**config.mk**
```make
export PLATFORM = sky130hd
export DESIGN_NAME = osr14_uart
export DESIGN_NICKNAME = d
export VERILOG_FILES = /design/src/rtl/osr14_pkg.sv /design/src/rtl/osr14_fifo.sv /design/src/rtl/osr14_tx.sv /design/src/rtl/osr14_rx.sv /design/src/rtl/osr14_uart.sv
export SDC_FILE = /design/constraint.sdc
export NUM_CORES = 2
export LEC_CHECK = 0
export CORE_MARGIN = 2
export CORE_UTILIZATION = 55
export CTS_CLUSTER_SIZE = 14
export DETAILED_ROUTE_END_ITERATION = 12
export GPL_ROUTABILITY_DRIVEN = 0
export PLACE_DENSITY = 0.79
export SYNTH_ARGS = -nofsm -noshare
export SYNTH_HDL_FRONTEND = slang
export SYNTH_SLANG_ARGS = --single-unit
```
**constraint.sdc**
```tcl
create_clock -name clk -period 6.85 [get_ports clk]
set_input_delay 1.37 -clock clk [delete_from_list [all_inputs] [get_ports clk]]
set_output_delay 1.37 -clock clk [all_outputs]
set_load 0.01 [all_outputs]
```
**src/rtl/osr14_pkg.sv**
```systemverilog
package osr14_pkg;
  localparam int RATE_W  = 8;
  localparam int LVL_W   = 8;
  localparam int OSR     = 14;
  localparam int CTRL_W  = 22;

  localparam logic [2:0] ADR_DATA  = 3'd0;
  localparam logic [2:0] ADR_LEVEL = 3'd1;
  localparam logic [2:0] ADR_STAT  = 3'd2;
  localparam logic [2:0] ADR_CTRL  = 3'd3;
  localparam logic [2:0] ADR_RATE  = 3'd4;

  // control word field positions
  localparam int CB_TXI   = 5;
  localparam int CB_RXI   = 6;
  localparam int CB_ERRI  = 7;
  localparam int CB_BRK   = 8;
  localparam int CB_OFF   = 9;
  localparam int CB_CTSEN = 14;
  localparam int CB_CTSIV = 15;
  localparam int CB_TMO   = 16;
  localparam int CB_RTSEN = 18;
  localparam int CB_RTSTH = 19;
  localparam int CB_RTSIV = 21;

  typedef struct packed {
    logic       brk;
    logic       ferr;
    logic [7:0] data;
  } rx_word_t;

  function automatic logic [LVL_W-1:0] rx_trig_of(input logic [2:0] code);
    case (code)
      3'd0:    rx_trig_of = 8'd1;
      3'd1:    rx_trig_of = 8'd4;
      3'd2:    rx_trig_of = 8'd8;
      3'd3:    rx_trig_of = 8'd16;
      3'd4:    rx_trig_of = 8'd32;
      default: rx_trig_of = 8'd48;
    endcase
  endfunction

  function automatic logic [LVL_W-1:0] tx_trig_of(input logic [1:0] code);
    case (code)
      2'd0:    tx_trig_of = 8'd0;
      2'd1:    tx_trig_of = 8'd4;
      2'd2:    tx_trig_of = 8'd8;
      default: tx_trig_of = 8'd16;
    endcase
  endfunction

  function automatic logic [LVL_W-1:0] rts_thr_of(input logic [1:0] code);
    case (code)
      2'd0:    rts_thr_of = 8'd8;
      2'd1:    rts_thr_of = 8'd16;
      2'd2:    rts_thr_of = 8'd32;
      default: rts_thr_of = 8'd48;
    endcase
  endfunction

  // idle limit in bit periods (ten bit periods per character)
  function automatic logic [7:0] tmo_lim_of(input logic [1:0] code);
    case (code)
      2'd1:    tmo_lim_of = 8'd40;
      2'd2:    tmo_lim_of = 8'd80;
      2'd3:    tmo_lim_of = 8'd160;
      default: tmo_lim_of = 8'd0;
    endcase
  endfunction
endpackage

```
**src/rtl/osr14_fifo.sv**
```systemverilog
module osr14_fifo #(
  parameter int WIDTH = 8,
  parameter int DEPTH = 64
) (
  input  logic                       clk,
  input  logic                       rst_n,
  input  logic                       push,
  input  logic [WIDTH-1:0]           din,
  input  logic                       pop,
  output logic [WIDTH-1:0]           dout,
  output logic [$clog2(DEPTH):0]     count,
  output logic                       full,
  output logic                       empty
);
  localparam int AW = $clog2(DEPTH);
  localparam int CW = AW + 1;

  logic [WIDTH-1:0] mem_q [DEPTH];
  logic [AW-1:0]    wptr_q, wptr_d, rptr_q, rptr_d;
  logic [CW-1:0]    cnt_q, cnt_d;
  logic             wr_ok, rd_ok;

  always_comb begin
    wr_ok  = push && (cnt_q != CW'(DEPTH));
    rd_ok  = pop && (cnt_q != '0);
    wptr_d = wr_ok ? wptr_q + AW'(1) : wptr_q;
    rptr_d = rd_ok ? rptr_q + AW'(1) : rptr_q;
    cnt_d  = cnt_q + CW'(wr_ok) - CW'(rd_ok);
  end

  always_ff @(posedge clk or negedge rst_n) begin
    if (!rst_n) begin
      wptr_q <= '0;
      rptr_q <= '0;
      cnt_q  <= '0;
    end else begin
      wptr_q <= wptr_d;
      rptr_q <= rptr_d;
      cnt_q  <= cnt_d;
    end
  end

  always_ff @(posedge clk) begin
    if (wr_ok) mem_q[wptr_q] <= din;
  end

  assign dout  = mem_q[rptr_q];
  assign count = cnt_q;
  assign full  = (cnt_q == CW'(DEPTH));
  assign empty = (cnt_q == '0);

  AST_FIFO_DROP_FULL: assert property (@(posedge clk) disable iff (!rst_n)
    (push && full && !pop) |=> $stable(cnt_q));
  AST_FIFO_NO_UNDERFLOW: assert property (@(posedge clk) disable iff (!rst_n)
    (pop && empty && !push) |=> (cnt_q == '0));
endmodule

```
**src/rtl/osr14_tx.sv**
```systemverilog
module osr14_tx
  import osr14_pkg::*;
(
  input  logic              clk,
  input  logic              rst_n,
  input  logic [RATE_W-1:0] rate,
  input  logic              permit,
  input  logic              has_data,
  input  logic [7:0]        data,
  output logic              pop,
  output logic              line,
  output logic              bit_stb
);
  logic [RATE_W-1:0] pre_q, pre_d;
  logic [3:0]        ph_q, ph_d;
  logic [9:0]        sh_q, sh_d;
  logic [3:0]        left_q, left_d;
  logic              pre_wrap, load;

  always_comb begin
    pre_wrap = (pre_q >= rate);
    bit_stb  = pre_wrap && (ph_q == 4'(OSR - 1));
    pre_d    = pre_wrap ? '0 : pre_q + RATE_W'(1);
    ph_d     = ph_q;
    if (pre_wrap) ph_d = (ph_q == 4'(OSR - 1)) ? 4'd0 : ph_q + 4'd1;
    load   = bit_stb && (left_q <= 4'd1) && has_data && permit;
    sh_d   = sh_q;
    left_d = left_q;
    if (bit_stb) begin
      if (load) begin
        sh_d   = {1'b1, data, 1'b0};
        left_d = 4'd10;
      end else if (left_q != 4'd0) begin
        sh_d   = {1'b1, sh_q[9:1]};
        left_d = left_q - 4'd1;
      end
    end
  end

  always_ff @(posedge clk or negedge rst_n) begin
    if (!rst_n) begin
      pre_q  <= '0;
      ph_q   <= '0;
      sh_q   <= '1;
      left_q <= '0;
    end else begin
      pre_q  <= pre_d;
      ph_q   <= ph_d;
      sh_q   <= sh_d;
      left_q <= left_d;
    end
  end

  assign pop  = load;
  assign line = (left_q != 4'd0) ? sh_q[0] : 1'b1;

  AST_TX_START_LOW: assert property (@(posedge clk) disable iff (!rst_n)
    load |=> (line == 1'b0));
  AST_TX_STOP_HIGH: assert property (@(posedge clk) disable iff (!rst_n)
    (left_q == 4'd1) |-> (line == 1'b1));
endmodule

```
**src/rtl/osr14_rx.sv**
```systemverilog
module osr14_rx
  import osr14_pkg::*;
(
  input  logic              clk,
  input  logic              rst_n,
  input  logic              rxd,
  input  logic [RATE_W-1:0] rate,
  input  logic [4:0]        offset,
  output logic              frame_vld,
  output rx_word_t          frame
);
  logic              s1_q, s2_q, s3_q;
  logic              busy_q, busy_d;
  logic [RATE_W-1:0] pre_q, pre_d;
  logic [3:0]        ph_q, ph_d, bit_q, bit_d, off_eff;
  logic [7:0]        sh_q, sh_d;
  logic              vld_q, vld_d;
  rx_word_t          frm_q, frm_d;
  logic              fall, samp;

  always_comb begin
    off_eff = (offset > 5'd13) ? 4'd13 : offset[3:0];
    fall    = s3_q && !s2_q;
    samp    = busy_q && (pre_q == '0) && (ph_q == off_eff);
    busy_d  = busy_q;
    pre_d   = pre_q;
    ph_d    = ph_q;
    bit_d   = bit_q;
    sh_d    = sh_q;
    vld_d   = 1'b0;
    frm_d   = frm_q;
    if (!busy_q) begin
      if (fall) begin
        busy_d = 1'b1;
        pre_d  = '0;
        ph_d   = '0;
        bit_d  = '0;
      end
    end else begin
      if (pre_q >= rate) begin
        pre_d = '0;
        if (ph_q == 4'(OSR - 1)) begin
          ph_d  = '0;
          bit_d = bit_q + 4'd1;
        end else begin
          ph_d = ph_q + 4'd1;
        end
      end else begin
        pre_d = pre_q + RATE_W'(1);
      end
      if (samp) begin
        if (bit_q == 4'd0) begin
          if (s2_q) busy_d = 1'b0;           // false start
        end else if (bit_q <= 4'd8) begin
          sh_d = {s2_q, sh_q[7:1]};
        end else begin
          busy_d     = 1'b0;
          vld_d      = 1'b1;
          frm_d.data = sh_q;
          frm_d.ferr = !s2_q;
          frm_d.brk  = !s2_q && (sh_q == 8'd0);
        end
      end
    end
  end

  always_ff @(posedge clk or negedge rst_n) begin
    if (!rst_n) begin
      s1_q   <= 1'b1;
      s2_q   <= 1'b1;
      s3_q   <= 1'b1;
      busy_q <= 1'b0;
      pre_q  <= '0;
      ph_q   <= '0;
      bit_q  <= '0;
      sh_q   <= '0;
      vld_q  <= 1'b0;
      frm_q  <= '0;
    end else begin
      s1_q   <= rxd;
      s2_q   <= s1_q;
      s3_q   <= s2_q;
      busy_q <= busy_d;
      pre_q  <= pre_d;
      ph_q   <= ph_d;
      bit_q  <= bit_d;
      sh_q   <= sh_d;
      vld_q  <= vld_d;
      frm_q  <= frm_d;
    end
  end

  assign frame_vld = vld_q;
  assign frame     = frm_q;

  AST_RX_SINGLE_PUSH: assert property (@(posedge clk) disable iff (!rst_n)
    frame_vld |=> !frame_vld);
  AST_RX_BRK_IS_ERR: assert property (@(posedge clk) disable iff (!rst_n)
    (frame_vld && frame.brk) |-> (frame.ferr && frame.data == 8'd0));
endmodule

```
**src/rtl/osr14_uart.sv**
```systemverilog
module osr14_uart
  import osr14_pkg::*;
#(
  parameter int FIFO_DEPTH = 64
) (
  input  logic        clk,
  input  logic        rst_n,
  input  logic        bus_sel,
  input  logic        bus_wr,
  input  logic [2:0]  bus_addr,
  input  logic [31:0] bus_wdata,
  output logic [31:0] bus_rdata,
  output logic        irq,
  output logic        txd,
  input  logic        rxd,
  input  logic        cts_in,
  output logic        rts_out
);
  localparam int CW = $clog2(FIFO_DEPTH) + 1;

  logic [CTRL_W-1:0] ctrl_q, ctrl_d;
  logic [RATE_W-1:0] rate_q, rate_d;
  logic txs_q, txs_d, ovr_q, ovr_d, brk_q, brk_d, fe_q, fe_d;
  logic [7:0] idle_q, idle_d;

  logic wr_data, rd_data, wr_ctrl, wr_rate, wr_stat;
  logic [7:0] tx_dout;
  logic [CW-1:0] tx_cnt, rx_cnt;
  logic tx_full, tx_empty, rx_full, rx_empty, tx_pop, tx_line, bit_stb;
  logic frame_vld;
  rx_word_t frame, rx_dout;
  logic [LVL_W-1:0] tx_lvl, rx_lvl;
  logic tx_trig_hit, rx_trig_hit, tmo_hit, ovr_set, tx_set, permit;
  logic [6:0] stat;

  always_comb begin
    wr_data = bus_sel && bus_wr && (bus_addr == ADR_DATA);
    rd_data = bus_sel && !bus_wr && (bus_addr == ADR_DATA);
    wr_stat = bus_sel && bus_wr && (bus_addr == ADR_STAT);
    wr_ctrl = bus_sel && bus_wr && (bus_addr == ADR_CTRL);
    wr_rate = bus_sel && bus_wr && (bus_addr == ADR_RATE);
  end

  osr14_fifo #(.WIDTH(8), .DEPTH(FIFO_DEPTH)) u_txq (
    .clk(clk), .rst_n(rst_n), .push(wr_data), .din(bus_wdata[7:0]),
    .pop(tx_pop), .dout(tx_dout), .count(tx_cnt), .full(tx_full), .empty(tx_empty));

  osr14_fifo #(.WIDTH($bits(rx_word_t)), .DEPTH(FIFO_DEPTH)) u_rxq (
    .clk(clk), .rst_n(rst_n), .push(frame_vld), .din(frame),
    .pop(rd_data), .dout(rx_dout), .count(rx_cnt), .full(rx_full), .empty(rx_empty));

  osr14_tx u_tx (
    .clk(clk), .rst_n(rst_n), .rate(rate_q), .permit(permit),
    .has_data(!tx_empty), .data(tx_dout), .pop(tx_pop), .line(tx_line),
    .bit_stb(bit_stb));

  osr14_rx u_rx (
    .clk(clk), .rst_n(rst_n), .rxd(rxd), .rate(rate_q),
    .offset(ctrl_q[CB_OFF +: 5]), .frame_vld(frame_vld), .frame(frame));

  always_comb begin
    tx_lvl      = LVL_W'(tx_cnt);
    rx_lvl      = LVL_W'(rx_cnt);
    permit      = !ctrl_q[CB_CTSEN] || (cts_in ^ ctrl_q[CB_CTSIV]);
    tx_trig_hit = (tx_lvl <= tx_trig_of(ctrl_q[1:0]));
    rx_trig_hit = (rx_lvl >= rx_trig_of(ctrl_q[4:2]));
    tmo_hit     = (ctrl_q[CB_TMO +: 2] != 2'd0) && !rx_empty &&
                  (idle_q >= tmo_lim_of(ctrl_q[CB_TMO +: 2]));
    ovr_set     = frame_vld && rx_full;
    tx_set      = tx_pop && ((tx_lvl - LVL_W'(1)) == tx_trig_of(ctrl_q[1:0]));

    ctrl_d = wr_ctrl ? bus_wdata[CTRL_W-1:0] : ctrl_q;
    rate_d = wr_rate ? bus_wdata[RATE_W-1:0] : rate_q;

    txs_d = tx_set    || (txs_q && !(wr_stat && bus_wdata[6]));
    ovr_d = ovr_set   || (ovr_q && !(wr_stat && bus_wdata[5]));
    brk_d = (frame_vld && frame.brk)  || (brk_q && !(wr_stat && bus_wdata[4]));
    fe_d  = (frame_vld && frame.ferr) || (fe_q  && !(wr_stat && bus_wdata[3]));

    if (frame_vld || rd_data) idle_d = '0;
    else if (bit_stb && idle_q != 8'hFF) idle_d = idle_q + 8'd1;
    else idle_d = idle_q;
  end

  always_ff @(posedge clk or negedge rst_n) begin
    if (!rst_n) begin
      ctrl_q <= '0;
      rate_q <= '0;
      txs_q  <= 1'b0;
      ovr_q  <= 1'b0;
      brk_q  <= 1'b0;
      fe_q   <= 1'b0;
      idle_q <= '0;
    end else begin
      ctrl_q <= ctrl_d;
      rate_q <= rate_d;
      txs_q  <= txs_d;
      ovr_q  <= ovr_d;
      brk_q  <= brk_d;
      fe_q   <= fe_d;
      idle_q <= idle_d;
    end
  end

  always_comb begin
    stat = {txs_q, ovr_q, brk_q, fe_q, tmo_hit, rx_trig_hit, tx_trig_hit};
    bus_rdata = '0;
    case (bus_addr)
      ADR_DATA:  bus_rdata = rx_empty ? 32'h100 :
                   {21'd0, rx_dout.brk, rx_dout.ferr, 1'b0, rx_dout.data};
      ADR_LEVEL: bus_rdata = {16'd0, tx_lvl, rx_lvl};
      ADR_STAT:  bus_rdata = {25'd0, stat};
      ADR_CTRL:  bus_rdata = {{(32-CTRL_W){1'b0}}, ctrl_q};
      ADR_RATE:  bus_rdata = {{(32-RATE_W){1'b0}}, rate_q};
      default:   bus_rdata = '0;
    endcase
    irq = (ctrl_q[CB_TXI] && txs_q) ||
          (ctrl_q[CB_RXI] && (rx_trig_hit || tmo_hit)) ||
          (ctrl_q[CB_ERRI] && (ovr_q || brk_q || fe_q));
    txd = ctrl_q[CB_BRK] ? 1'b0 : tx_line;
    rts_out = ctrl_q[CB_RTSEN] ?
              ((rx_lvl < rts_thr_of(ctrl_q[CB_RTSTH +: 2])) ^ ctrl_q[CB_RTSIV]) : 1'b1;
  end

  AST_OVR_STICKY: assert property (@(posedge clk) disable iff (!rst_n)
    (ovr_q && !(wr_stat && bus_wdata[5])) |=> ovr_q);
  AST_W1C_CLEARS: assert property (@(posedge clk) disable iff (!rst_n)
    (wr_stat && bus_wdata[3] && !frame_vld) |=> !fe_q);
  AST_NO_START_BLOCKED: assert property (@(posedge clk) disable iff (!rst_n)
    !permit |-> !tx_pop);
endmodule

```
==> impl_metrics.toml <==
[layout]
area_delta_synth_final_pct = 10.9
most-common-layout-cells = "1152 x sky130_fd_sc_hd__edfxtp_1, 244 x sky130_fd_sc_hd__mux4_2, 207 x sky130_fd_sc_hd__nor2_1"
mostFrequentLayoutCell = "sky130_fd_sc_hd__edfxtp_1"
final_layout_size_suffix_gt1_frac = 0.185
nets = 3069
layout.cell_area.non_filler_sq_um = 58300

[critical_path]
setup.worst_path.start_class = "input port"
crit_chain = "clkdlybuf4s50_1 > nor3_1 > and2_1 > nor2b_1 > and2_1 > a21oi_1 > o311ai_0 > buf_4 > clkdlybuf4s50_1"
critPathBufInv = 3
worst_setup_path_type = "in2out"
worstPathArrival_ps = 4620
worstPathRequired_ps = 5480
largest_delay_contributor_family_on_the_critical_path = "simple AND/OR/NAND/NOR gates"
critical-path-max-stage-delay_ps = 670
slowest_stage_cell_cp = "sky130_fd_sc_hd__clkdlybuf4s50_1"
crit_fanout = 12
cp-end-kind = "primary output"

[routing]
detail_route.wirelength.met1_microns = 44000
routed-wl-met3_microns = 10000
vias_per_cell = 6.42
post_drt_wl_per_cell_microns = 27.3
dr_total_vias = 27769
top_signal_layer_used = "met5"
wl_met2_microns = 59500
postRouteAntennaNets = 0
drt-initial-drc-count = 3706
drc = 0
finalWirelength_microns = 118000
detailed_router_iteration_count_before_antenna_repair = 6

[floorplan]
row_count = 113
die-area_sq_um = 98100
core_area_sq_um = 94900
num_io_pins = 76
chipHeight_microns = 313
die-width_microns = 313
start_util = 0.554

[global_routing]
globalRouteOverflowTotal = 0
global_route_wire_length_before_repair_microns = 180000
grtUsageTotal = 0.243
grt_pass1_vias = 28463
grt_start_max_net_pins = 93
antenna_found_initial = 4

[timing]
final.setup_skew_ps = 34.2
timing.final.setup_violations = 0
worst_max_slew_margin_expressed_relative_to_the_limit = 0.0791
final.min_clock_period_ps = 5990
unrepaired_setup_endpoints_after_global_routing = "false"
fin_hold_ws_ps = 360
setup_slack_ps = 859
setup_total_negative_slack_ps = 0
final-hold-violation-count = 0
final_clock_period_utilization_by_the_worst_path = 0.875
worst-slew-pin-transition_ps = 1380
drv_slew = 0
fmax_ghz = 0.167

[yosys]
synth.lib_cells_used.distinct = 78
asr_flop_ratio_synth = 0.111
synth_edf_count = 1152
synth_seq_cells = 1296
synth_area_sq_um = 52600
synth_cells = 2882
synth_seq_area_share = 0.727
synth-main-ff-cell = "sky130_fd_sc_hd__edfxtp_1"
syn-mean-instance-area_sq_um = 18.2
yosys_warnings = 0

[cts]
clock_tree.root_cell = "sky130_fd_sc_hd__clkbuf_16"
tritoncts.num_buffers = 119
clkLatencyLatePin_ps = 710
post_cts.resized_instances = 0
cts.sinks = 1296
clk_path_buf_depth = 3
cts.hold.buffers_added = 0
cts_tree = "built"
clock_tree.htree_level_count = 3
clk_pin_slew_worst_paths_ps = 60
post_cts_buffers = 0

[job]
drv_cap = 0

[run_status]
status = "finished clean"

[placed_design]
instance_area_at_placement_sq_um = 54400
dp.final_hpwl_microns = 71700
preCtsSetupSlack_ps = 1010
portBuffers = 55

[pwr]
post-layout-total-power_uw = 18100
vdd_drop_max_uv = 248
cellPowerDensity_nw_per_um2 = 310
power.static_leakage_uw = 0.0178

[min_path]
hp-class = "reg2reg"
==> layer usage <==
layer	GRT usage	vias up
met1	0.327	14309
met3	0.0423	287
li1	-	11642
met5	0	-
met4	0.0831	2
met2	0.406	1529
==> cell families after synthesis <==
kind of cell | Yosys count | share of synthesized area
buffers and inverters | 212 | 0.0181
adders and majority gates | 71 | 0.0172
and+or+nand+nor | 512 | 0.0461
xor gates and xnor gates | 51 | 0.00850
AOI/OAI and AO/OA | 306 | 0.0416
other | 1 | 0.0000713
DFF | 1296 | 0.727
muxes | 433 | 0.142
==> flip-flops by register name, indices dropped and copies added, names as in the netlist, 6 cells and up <==
name and count:
u_rxq.mem_q 640, u_txq.mem_q 512, ctrl_q 22, u_rx.frame 10, u_tx.sh_q 9, idle_q 8, rate_q 8, u_rx.pre_q 8
u_rx.sh_q 8, u_tx.pre_q 8, u_rxq.count 7, u_txq.count 7, u_rxq.rptr_q 6, u_rxq.wptr_q 6, u_txq.rptr_q 6, u_txq.wptr_q 6
==> cells in the mapped netlist, types with 5 or more instances <==
cell	n	area, sq um
sky130_fd_sc_hd__a211oi_1	5	37.5
sky130_fd_sc_hd__a21o_1	7	52.6
sky130_fd_sc_hd__a21oi_1	31	155
sky130_fd_sc_hd__a221o_1	7	70.1
sky130_fd_sc_hd__a221oi_1	10	87.6
sky130_fd_sc_hd__a22o_1	7	61.3
sky130_fd_sc_hd__a22oi_1	129	968
sky130_fd_sc_hd__a31oi_1	9	56.3
sky130_fd_sc_hd__and2_1	9	56.3
sky130_fd_sc_hd__and3_1	13	81.3
sky130_fd_sc_hd__and4_1	8	70.1
sky130_fd_sc_hd__buf_1	17	63.8
sky130_fd_sc_hd__buf_2	52	260
sky130_fd_sc_hd__buf_4	18	135
sky130_fd_sc_hd__clkbuf_1	63	236
sky130_fd_sc_hd__dfrtp_1	132	3300
sky130_fd_sc_hd__dfstp_2	12	315
sky130_fd_sc_hd__edfxtp_1	1152	34600
sky130_fd_sc_hd__ha_1	69	863
sky130_fd_sc_hd__inv_1	58	218
sky130_fd_sc_hd__mux2_2	46	518
sky130_fd_sc_hd__mux2i_1	143	1430
sky130_fd_sc_hd__mux4_2	244	5500
sky130_fd_sc_hd__nand2_1	99	372
sky130_fd_sc_hd__nand2b_1	8	50.1
sky130_fd_sc_hd__nand3_1	69	345
sky130_fd_sc_hd__nand4_1	23	144
sky130_fd_sc_hd__nor2_1	207	777
sky130_fd_sc_hd__nor2b_1	17	106
sky130_fd_sc_hd__nor3_1	15	75.1
sky130_fd_sc_hd__nor4_1	6	37.5
sky130_fd_sc_hd__o21ai_0	51	255
sky130_fd_sc_hd__o2bb2ai_1	7	61.3
sky130_fd_sc_hd__o31ai_1	5	37.5
sky130_fd_sc_hd__or2_2	6	37.5
sky130_fd_sc_hd__or3_1	5	31.3
sky130_fd_sc_hd__xnor2_1	31	272
sky130_fd_sc_hd__xor2_1	20	175
==> power breakdown <==
part	switching [uW]	leakage (uW)	internal, uW	total (uW)
Sequential	373	0.0115	8720	9100
Combinational	1310	0.00449	1060	2370
Clock	2850	0.00190	3740	6590
==> layout make-up <==
class | count | area [sq um]
Clock inverter | 71 | 702
Multi-Input combinational cell | 1383 | 13500
Sequential cell | 1296 | 38200
Tap cell | 1265 | 1580
Inverter | 59 | 221
Antenna cell | 2 | 5.00
Fill cell | 6287 | 36600
Timing Repair Buffer | 98 | 897
Clock buffer | 149 | 3180
==> stage by stage <==
| stage | utilization | cells |
|---|---|---|
| detailed placement | 0.573 | 4101 |
| global route | 0.614 | 4321 |
| floorplan | - | 2891 |
| finish | 0.614 | 4323 |
| CTS | 0.614 | 4321 |
| global placement | 0.573 | 4101 |
==> path summary, 6_finish.rpt <==
| path | from | slack [ps] | cells after the start | endpoint |
|---|---|---|---|---|
| worst max-delay path | bus_addr[1] | 860 | 9 | bus_rdata[0] |
| worst min-delay path | u_rx.s1_q | 360 | 0 | u_rx.s2_q |
| worst max register to register | rate_q[3] | 2760 | 18 | u_txq.count[6] |
| worst min register to register | u_rx.s1_q | 360 | 0 | u_rx.s2_q |
| max in group asynchronous | rst_n | 4750 | 2 | u_rx.frame[1] |
| min in group asynchronous | rst_n | 780 | 1 | u_rx.ph_q[3] |
Note: power is estimated with default switching activity, not from simulation.
